## config.mk

```make
export PLATFORM = sky130hd
export DESIGN_NAME = ipcmb_top
export DESIGN_NICKNAME = d
export VERILOG_FILES = /design/src/rtl/ipcmb_pkg.sv /design/src/rtl/ipcmb_box.sv /design/src/rtl/ipcmb_irq.sv /design/src/rtl/ipcmb_top.sv
export SDC_FILE = /design/constraint.sdc
export NUM_CORES = 2
export LEC_CHECK = 0
export ABC_CLOCK_PERIOD_IN_PS = 3100
export BUFFER_PORTS_ARGS = -buffer_cell sky130_fd_sc_hd__buf_2
export CAP_MARGIN = 20
export CORE_MARGIN = 10
export CORE_UTILIZATION = 50
export DETAILED_ROUTE_END_ITERATION = 8
export PLACE_DENSITY = 0.7
export SKIP_LAST_GASP = 1
export SLEW_MARGIN = 20
export SYNTH_ARGS = -nofsm -noshare
export SYNTH_HDL_FRONTEND = slang
export SYNTH_HIERARCHICAL = 1
export SYNTH_SLANG_ARGS = --single-unit
```

## constraint.sdc

```tcl
create_clock -name clk -period 3.1 [get_ports clk]
set_clock_uncertainty 0.15 [all_clocks]
set_input_delay 0.155 -clock clk [delete_from_list [all_inputs] [get_ports clk]]
set_output_delay 0.155 -clock clk [all_outputs]
set_load 0.02 [all_outputs]
```

## src/rtl/ipcmb_pkg.sv

```systemverilog
package ipcmb_pkg;
  localparam int BOX_WORDS = 16;
  localparam logic [3:0] OFF_OWNER = 4'd0;
  localparam logic [3:0] OFF_RSET  = 4'd1;
  localparam logic [3:0] OFF_RCLR  = 4'd2;
  localparam logic [3:0] OFF_RSTAT = 4'd3;
  localparam logic [3:0] OFF_MODE  = 4'd4;
  localparam logic [3:0] OFF_ESET  = 4'd5;
  localparam logic [3:0] OFF_ECLR  = 4'd6;
  localparam logic [3:0] OFF_ESTAT = 4'd7;
  localparam logic [3:0] OFF_SEND  = 4'd8;
  localparam int         OFF_DATA0 = 9;
  localparam logic [9:0] STAT_BASE = 10'h200;

  typedef enum logic [1:0] {
    SND_IDLE = 2'd0,
    SND_POST = 2'd1,
    SND_ACK  = 2'd2,
    SND_RSVD = 2'd3
  } snd_e;
endpackage

```

## src/rtl/ipcmb_box.sv

```systemverilog
module ipcmb_box
  import ipcmb_pkg::*;
#(
  parameter int NUM_CHAN   = 8,
  parameter int DATA_WORDS = 7,
  parameter int MODE_W     = 32
) (
  input  logic                clk,
  input  logic                rst_n,
  input  logic                we,
  input  logic [3:0]          off,
  input  logic [31:0]         wdata,
  output logic [NUM_CHAN-1:0] owner_o,
  output logic [NUM_CHAN-1:0] rcpt_o,
  output logic [NUM_CHAN-1:0] enab_o,
  output logic [MODE_W-1:0]   mode_o,
  output logic [1:0]          send_o,
  output logic [31:0]         data_o [DATA_WORDS]
);
  logic [NUM_CHAN-1:0] wmap;
  assign wmap = wdata[NUM_CHAN-1:0];

  always_ff @(posedge clk) begin
    if (!rst_n) begin
      owner_o <= '0;
      rcpt_o  <= '0;
      enab_o  <= '0;
      mode_o  <= '0;
      send_o  <= SND_IDLE;
    end else if (we) begin
      case (off)
        OFF_OWNER: owner_o <= wmap;
        OFF_RSET:  rcpt_o  <= rcpt_o | wmap;
        OFF_RCLR:  rcpt_o  <= rcpt_o & ~wmap;
        OFF_MODE:  mode_o  <= wdata[MODE_W-1:0];
        OFF_ESET:  enab_o  <= enab_o | wmap;
        OFF_ECLR:  enab_o  <= enab_o & ~wmap;
        OFF_SEND:  send_o  <= wdata[1:0];
        default:   ;
      endcase
    end
  end

  for (genvar i = 0; i < DATA_WORDS; i++) begin : g_word
    always_ff @(posedge clk) begin
      if (!rst_n)
        data_o[i] <= '0;
      else if (we && off == 4'(OFF_DATA0 + i))
        data_o[i] <= wdata;
    end
  end
endmodule

```

## src/rtl/ipcmb_irq.sv

```systemverilog
module ipcmb_irq
  import ipcmb_pkg::*;
#(
  parameter int NUM_BOX  = 4,
  parameter int NUM_CHAN = 8
) (
  input  logic [NUM_CHAN-1:0] owner_a [NUM_BOX],
  input  logic [NUM_CHAN-1:0] rcpt_a  [NUM_BOX],
  input  logic [NUM_CHAN-1:0] enab_a  [NUM_BOX],
  input  logic [1:0]          send_a  [NUM_BOX],
  output logic [NUM_BOX-1:0]  raw_a   [NUM_CHAN],
  output logic [NUM_BOX-1:0]  msk_a   [NUM_CHAN],
  output logic [NUM_CHAN-1:0] irq_o
);
  for (genvar c = 0; c < NUM_CHAN; c++) begin : g_chan
    for (genvar b = 0; b < NUM_BOX; b++) begin : g_box
      assign raw_a[c][b] = ((send_a[b] == SND_POST) && rcpt_a[b][c]) ||
                           ((send_a[b] == SND_ACK)  && owner_a[b][c]);
      assign msk_a[c][b] = raw_a[c][b] && enab_a[b][c];
    end
    assign irq_o[c] = |msk_a[c];
  end
endmodule

```

## src/rtl/ipcmb_top.sv

```systemverilog
module ipcmb_top
  import ipcmb_pkg::*;
#(
  parameter int NUM_BOX    = 4,
  parameter int NUM_CHAN   = 8,
  parameter int DATA_WORDS = 7,
  parameter int MODE_W     = 32,
  parameter int ADDR_W     = 10
) (
  input  logic                clk,
  input  logic                rst_n,
  input  logic                wr_en,
  input  logic                rd_en,
  input  logic [ADDR_W-1:0]   addr,
  input  logic [31:0]         wdata,
  output logic [31:0]         rdata,
  output logic [NUM_CHAN-1:0] irq
);
  localparam int BSW  = (NUM_BOX  > 1) ? $clog2(NUM_BOX)    : 1;
  localparam int CSW  = (NUM_CHAN > 1) ? $clog2(NUM_CHAN)   : 1;
  localparam int DWW  = (DATA_WORDS > 1) ? $clog2(DATA_WORDS) : 1;
  localparam logic [ADDR_W-1:0] BOX_END  = ADDR_W'(NUM_BOX * BOX_WORDS);
  localparam logic [ADDR_W-1:0] STAT_END = ADDR_W'(STAT_BASE) + ADDR_W'(2 * NUM_CHAN);

  logic [NUM_CHAN-1:0] owner_a [NUM_BOX];
  logic [NUM_CHAN-1:0] rcpt_a  [NUM_BOX];
  logic [NUM_CHAN-1:0] enab_a  [NUM_BOX];
  logic [MODE_W-1:0]   mode_a  [NUM_BOX];
  logic [1:0]          send_a  [NUM_BOX];
  logic [31:0]         data_a  [NUM_BOX][DATA_WORDS];
  logic [NUM_BOX-1:0]  raw_a   [NUM_CHAN];
  logic [NUM_BOX-1:0]  msk_a   [NUM_CHAN];

  logic              in_box, in_stat;
  logic [BSW-1:0]    box_idx;
  logic [3:0]        off;
  logic [3:0]        didx;
  logic [ADDR_W-1:0] soff;
  logic [CSW-1:0]    ch_idx;
  logic [31:0]       rd_word;

  assign in_box  = addr < BOX_END;
  assign in_stat = (addr >= ADDR_W'(STAT_BASE)) && (addr < STAT_END);
  assign box_idx = addr[4 +: BSW];
  assign off     = addr[3:0];
  assign didx    = off - 4'(OFF_DATA0);
  assign soff    = addr - ADDR_W'(STAT_BASE);
  assign ch_idx  = soff[CSW:1];

  for (genvar b = 0; b < NUM_BOX; b++) begin : g_box
    logic box_we;
    assign box_we = wr_en && in_box && (box_idx == BSW'(b));
    ipcmb_box #(
      .NUM_CHAN  (NUM_CHAN),
      .DATA_WORDS(DATA_WORDS),
      .MODE_W    (MODE_W)
    ) u_box (
      .clk    (clk),
      .rst_n  (rst_n),
      .we     (box_we),
      .off    (off),
      .wdata  (wdata),
      .owner_o(owner_a[b]),
      .rcpt_o (rcpt_a[b]),
      .enab_o (enab_a[b]),
      .mode_o (mode_a[b]),
      .send_o (send_a[b]),
      .data_o (data_a[b])
    );
  end

  ipcmb_irq #(
    .NUM_BOX (NUM_BOX),
    .NUM_CHAN(NUM_CHAN)
  ) u_irq (
    .owner_a(owner_a),
    .rcpt_a (rcpt_a),
    .enab_a (enab_a),
    .send_a (send_a),
    .raw_a  (raw_a),
    .msk_a  (msk_a),
    .irq_o  (irq)
  );

  always_comb begin
    rd_word = '0;
    if (in_box) begin
      case (off)
        OFF_OWNER: rd_word = 32'(owner_a[box_idx]);
        OFF_RSTAT: rd_word = 32'(rcpt_a[box_idx]);
        OFF_MODE:  rd_word = 32'(mode_a[box_idx]);
        OFF_ESTAT: rd_word = 32'(enab_a[box_idx]);
        OFF_SEND:  rd_word = 32'(send_a[box_idx]);
        default: begin
          if (off >= 4'(OFF_DATA0) && didx < 4'(DATA_WORDS))
            rd_word = data_a[box_idx][didx[DWW-1:0]];
        end
      endcase
    end else if (in_stat) begin
      rd_word = soff[0] ? 32'(raw_a[ch_idx]) : 32'(msk_a[ch_idx]);
    end
  end

  always_ff @(posedge clk) begin
    if (!rst_n) rdata <= '0;
    else        rdata <= rd_en ? rd_word : '0;
  end
endmodule

```

Word-level counts from Yosys, hierarchy flattened
Index checks and enable logic that the tools add are counted.
{"block": "totals", "out_inout_bits": 40, "rom_bits": 0, "mem_count": 0, "reg_bits": 1160, "latchBits": 0, "input_bits": 46, "word_cells": 341, "ram_bits": 0}
{"block": "op_classes", "bitwise": 20, "shift": 0, "n_eq_ne": 26, "multipliers": 0, "div": 0, "reduce_logical": 196, "add_sub_neg": 2, "n_lt_le_gt_ge": 8, "muxes": 40}
{"cell": "224-bit binary-select mux with 2-bit select", "count": 1}
{"cell": "224-bit two-way mux", "count": 2}
{"cell": "32-bit two-way mux", "count": 6}
{"cell": "32-bit one-hot mux with 5 select lines", "count": 1}
{"cell": "1-bit logical AND", "count": 131}
{"cell": "8-bit one-hot mux with 2 select lines", "count": 8}
{"cell": "32-bit binary-select mux with 3-bit select", "count": 1}
{"cell": "8-bit bitwise AND", "count": 8}
{"cell": "32-bit binary-select mux with 2-bit select", "count": 1}
{"cell": "8-bit OR", "count": 8}
{"cell": "8-bit binary-select mux with 2-bit select", "count": 3}
{"cell": "8-bit two-way mux", "count": 6}
{"cell": "2-bit AND reduction", "count": 21}
{"cell": "4-bit == test, second input constant", "count": 8}
{"cell": "1-bit logical OR", "count": 32}
{"cell": "4-bit OR reduction", "count": 8}
{"cell": "4-bit binary-select mux with 3-bit select", "count": 2}
{"cell": "4-bit two-way mux", "count": 6}
{"cell": "4-bit by 3-bit == test with 1-bit output, second input constant", "count": 4}
{"cell": "2-bit == test, second input constant", "count": 6}
{"cell": "4-bit >= comparator, second input constant", "count": 3}
{"cell": "2-bit by 1-bit == test with 1-bit output, second input constant", "count": 5}
{"cell": "10-bit >= comparator, second input constant", "count": 1}
{"cell": "10-bit less-than comparator, second input constant", "count": 1}
{"cell": "other kinds (15)", "count": 19}

Longest topological paths before layout
{"block": "logic_depth", "ltp_word": 10, "depth_mapped": 14, "depth_no_buf": 7}

Cells and area by module
The synthesis kept the hierarchy.
{"module": "ipcmb_box", "instances": 4, "cells_per_inst": 973, "area_per_inst_um2": 10218.6, "seq_area_each_um2": 5645.4}
{"module": "ipcmb_top", "instances": 1, "cells_per_inst": 771, "area_per_inst_um2": 10483.8, "seq_area_each_um2": 640.6}
{"module": "ipcmb_irq", "instances": 1, "cells_per_inst": 168, "area_per_inst_um2": 977.2, "seq_area_each_um2": 0.0}

Least setup slack after synthesis
Ideal clock, no wire load.
{"block": "synth_path", "kind": "input-to-reg", "start": "input port addr[1]", "end": "register rdata[17]", "path_buffers": 4, "slack_ps": 505, "setup_time_ps": 124, "path_stages": 9, "t_required_ps": 2826, "t_arrival_ps": 2321, "path_cell_list": "buf_2 buf_2 inv_1 ha_1 buf_2 clkbuf_1 mux2_2 a221oi_1 o21ai_1"}
{"block": "synth_between", "elab_chain_cells": 8, "word_cells_on_any_way": 17, "classes_between": "add/sub: 1; order compare: 3; eq/ne: 4; mux: 6; bitwise: 1; reduce/logical: 2"}
{"element": "start: declaration", "line": "ipcmb_top.sv:14", "text": "input logic [ADDR_W-1:0] addr,"}
{"element": "4-bit subtractor", "line": "ipcmb_top.sv:46", "text": "assign didx = off - 4'(OFF_DATA0);"}
{"element": "3-bit NOT with 4-bit output (not written as such)", "line": "ipcmb_top.sv:96", "text": "rd_word = data_a[box_idx][didx[DWW-1:0]];"}
{"element": "32-bit binary-select mux with 3-bit select", "line": "ipcmb_top.sv:96"}
{"element": "32-bit two-way mux (not written as such) (2 in series)", "line": "ipcmb_top.sv:96"}
{"element": "32-bit two-way mux", "line": "ipcmb_top.sv:95", "text": "if (off >= 4'(OFF_DATA0) && didx < 4'(DATA_WORDS))"}
{"element": "32-bit one-hot mux with 5 select lines", "line": "ipcmb_top.sv:88", "text": "case (off)"}
{"element": "32-bit two-way mux *", "line": "ipcmb_top.sv:87", "text": "if (in_box) begin"}
{"element": "end signal: assignment", "line": "ipcmb_top.sv:106", "text": "else rdata <= rd_en ? rd_word : '0;"}
{"element": "end: declaration", "line": "ipcmb_top.sv:16", "text": "output logic [31:0] rdata,"}
Every way passes the cells marked *; elsewhere a longest branch is shown, timed or not. The select of a mux whose other input is x is not followed.
A chain may end at the register's enable or synchronous reset.

==> results.toml <==
[run_status]
status = "finished clean"

[die]
die_h_um = 344
die_area_um2 = 118000
start_util_pct = 50.4
rows = 118
num_io_pins = 86
core_area_um2 = 104000
fp.dieW_um = 344

[cells_and_area]
num-fill-cells = 8596
seq_area_um2 = 23200
multi_input_comb_area_um2 = 27100
finalNetCount = 4913
diodes = 0
final_common_cell = "nand2_1"
drive_gt1_share_pct = 17.0
final_cell_mix = "nand2_1 (1,311), dfxtp_1 (1,160), mux2i_1 (1,112)"
area_growth_pct = 13.4

[hold_path]
whs_endpoint = "rdata[12]$_SDFF_PP0_"
hold_depth = 4
hold_class = "input port to flop"
worstHoldStart = "addr[4]"

[sta]
finalHoldViolCount = 0
rsz0062_at_grt = "no"
period_share_pct = 92.1
setup_viol = 0
hold-worst-slack_ns = 0.0916
period_minus_slack_ns = 2.86
setup_tns_ns = 0
relSlewSlack_pct = 31.6
final_max_slew_viol_count = 0
fmaxAchievable_mhz = 350
tightest_slew_ns = 1.02

[cts]
cts_tree = "done"
cts_made_buffers = 118
clk_pin_slew_ns = 0.07
clock_latency_ns = 0.74
cts.path.max_buffers = 3
cts_max_level = 3
root_buffer = "clkbuf_16"
post_cts_buffers = 0
cts.sinks = 1160

[power]
p_per_area_nw_per_um2 = 533
p_leak_nw = 22.1
peakVddDrop_mv = 0.459

[synthesis]
yosys.area_share.simple_pct = 11.4
synth_fa_ha_area_share_pct = 0.0956
avgSynthCellArea_um2 = 10.8
synth-compound-area-share_pct = 5.21
ys.flop_type = "dfxtp_1"
yosysWarningCount = 6
ys_seq_area_share_pct = 44.4
netlist_area_um2 = 52300
postSynth.asyncResetShare_pct = 0
synthCells = 4831
syn-num-nets = 4881
ys_types = 63
synth.mux.area_fraction_pct = 34.6
synth-edff-count = 0
ys_seq_elements = 1160
synth_top_family_by_area = "multiplexers"
synthXorXnorAreaFrac_pct = 0.100

[routing]
drt_iter0_drc = 4291
routed_wl_um = 166000
via_per_inst = 6.19
drc_errors = 0
ant_nets = 0
wire_per_inst_um = 26.2
dr.pass1.iters = 6
vias = 39200

[run]
drv_cap = 0

[setup_path]
cp-end-kind = "output port"
critPathLaunchType = "flop"
cp_max_fo = 8
reg2reg_slack_ns = 0.35
r2r_start = "g_box[3].u_box/send_o[1]$_SDFFE_PN0P_"
required_ns = 2.79
worst_ep_arrival_time_ns = 2.55
r2r-end = "rdata[3]$_SDFF_PN0_"
rr_worst_depth = 7
worst-setup-path-type = "flop to output port"

[placement]
hpwl_um = 105000
io_buffers = 85
routabilityCongestion = 0.966

[global_route]
antenna_found_initial = 2
grt_pass1_vias = 38700
track_usage_pct = 27.3
grt_pass1_wl_um = 249000
grt_overflow_total = 0
grt_max_degree = 190
-- worst max-delay path by stage --
stage,startpoint,end,slack (ns),cells after the start
after floorplan,addr[1],rdata[17]$_SDFF_PP0_,0.51,9
after global placement,addr[8],g_box[0].u_box/data_o[111]$_SDFFE_PN0P_,0.24,8
after detailed placement,addr[8],g_box[0].u_box/data_o[109]$_SDFFE_PN0P_,0.18,8
after CTS,g_box[2].u_box/send_o[0]$_SDFFE_PN0P_,irq[0],0.28,4
after global routing,g_box[2].u_box/send_o[0]$_SDFFE_PN0P_,irq[0],0.16,4
final,g_box[2].u_box/send_o[0]$_SDFFE_PN0P_,irq[0],0.24,4
-- per-layer routing --
metal | wire (um) | track usage (%) | vias to the layer above
met1 | 68700 | 36.1 | 19700
met5 | 27 | 0 | -
li1 | - | - | 17400
met3 | 13000 | 4.67 | 369
met4 | 6260 | 10.5 | 4
met2 | 77900 | 44.5 | 1754
-- timing repair --
| action | CTS | global route |
|---|---|---|
| resized for setup | 0 | 0 |
| endpoints found under the hold margin | 863 | 0 |
| setup endpoints to repair | 0 | 0 |
| hold buffers | 41 | 0 |
-- where the power goes --
group | switching [mW] | total [mW] | leakage (nW) | internal (mW)
clock | 6.27 | 14.9 | 1.99 | 8.65
combinational | 1.29 | 1.79 | 10.8 | 0.495
sequential | 0.00414 | 14.9 | 9.34 | 14.9
total | 7.56 | 31.6 | 22.1 | 24.1
-- critical path, cell delays in order (launching register included) --
cell and delay [ns]:
dfxtp_1 0.40, nand2b_1 0.36, o22ai_1 0.27, or4_1 0.59, buf_2 0.18
-- Yosys cell counts (19+ instances only) --
cell | number | share of area [%]
nand2_1 | 1320 | 9.5
dfxtp_1 | 1160 | 44
mux2i_1 | 1112 | 21
mux4_2 | 295 | 13
clkbuf_1 | 173 | 1.2
buf_4 | 95 | 1.4
buf_2 | 74 | 0.71
o22ai_1 | 59 | 0.71
a311oi_1 | 53 | 0.89
a41oi_1 | 52 | 0.87
a22o_1 | 34 | 0.57
buf_6 | 31 | 0.67
mux2_2 | 29 | 0.62
a221oi_1 | 26 | 0.44
buf_1 | 25 | 0.18
o21ai_1 | 25 | 0.24
a211o_1 | 23 | 0.38
nor2b_1 | 21 | 0.25
nor2_1 | 19 | 0.14
o21ai_0 | 19 | 0.18
-- flip-flops by register name, indices dropped and copies added, names as in the netlist, named ones only --
| name | flops |
|---|---|
| g_box.u_box/data_o | 896 |
| g_box.u_box/mode_o | 128 |
| g_box.u_box/owner_o | 32 |
| rdata | 32 |
| g_box.u_box/send_o | 8 |
-- logic make-up after synthesis --
kind of cell | Yosys count
AO/OA/AOI/OAI | 351
XOR/XNOR | 6
adder cells (fa/ha/maj) | 4
buffers and inverters | 409
flip-flops | 1160
multiplexers | 1436
AND/OR/NAND/NOR | 1465
-- stage by stage --
step | area, um2 | total power, mW | std cells | utilization, % | setup slack (ns)
after floorplan | 52300 | 16.3 | 4831 | - | 0.505
after global routing | 59300 | 32.4 | 6341 | 57.2 | 0.155
final | 59300 | 31.6 | 6341 | 57.2 | 0.244
after global placement | 54900 | 16.9 | 6082 | 52.8 | 0.237
after CTS | 59300 | 31.7 | 6341 | 57.2 | 0.282
after detailed placement | 54900 | 17.0 | 6082 | 52.8 | 0.185
-- layout make-up --
cell class / instances / share of cell area, %
clock buffers: 185 / 5.94
clock inverters: 33 / 0.913
inverters: 7 / 0.0443
multi-input cells: 3262 / 45.7
flip-flops and latches: 1160 / 39.1
well taps: 1380 / 2.91
repair buffers: 314 / 5.32
Power figures use the tool's default switching activity.
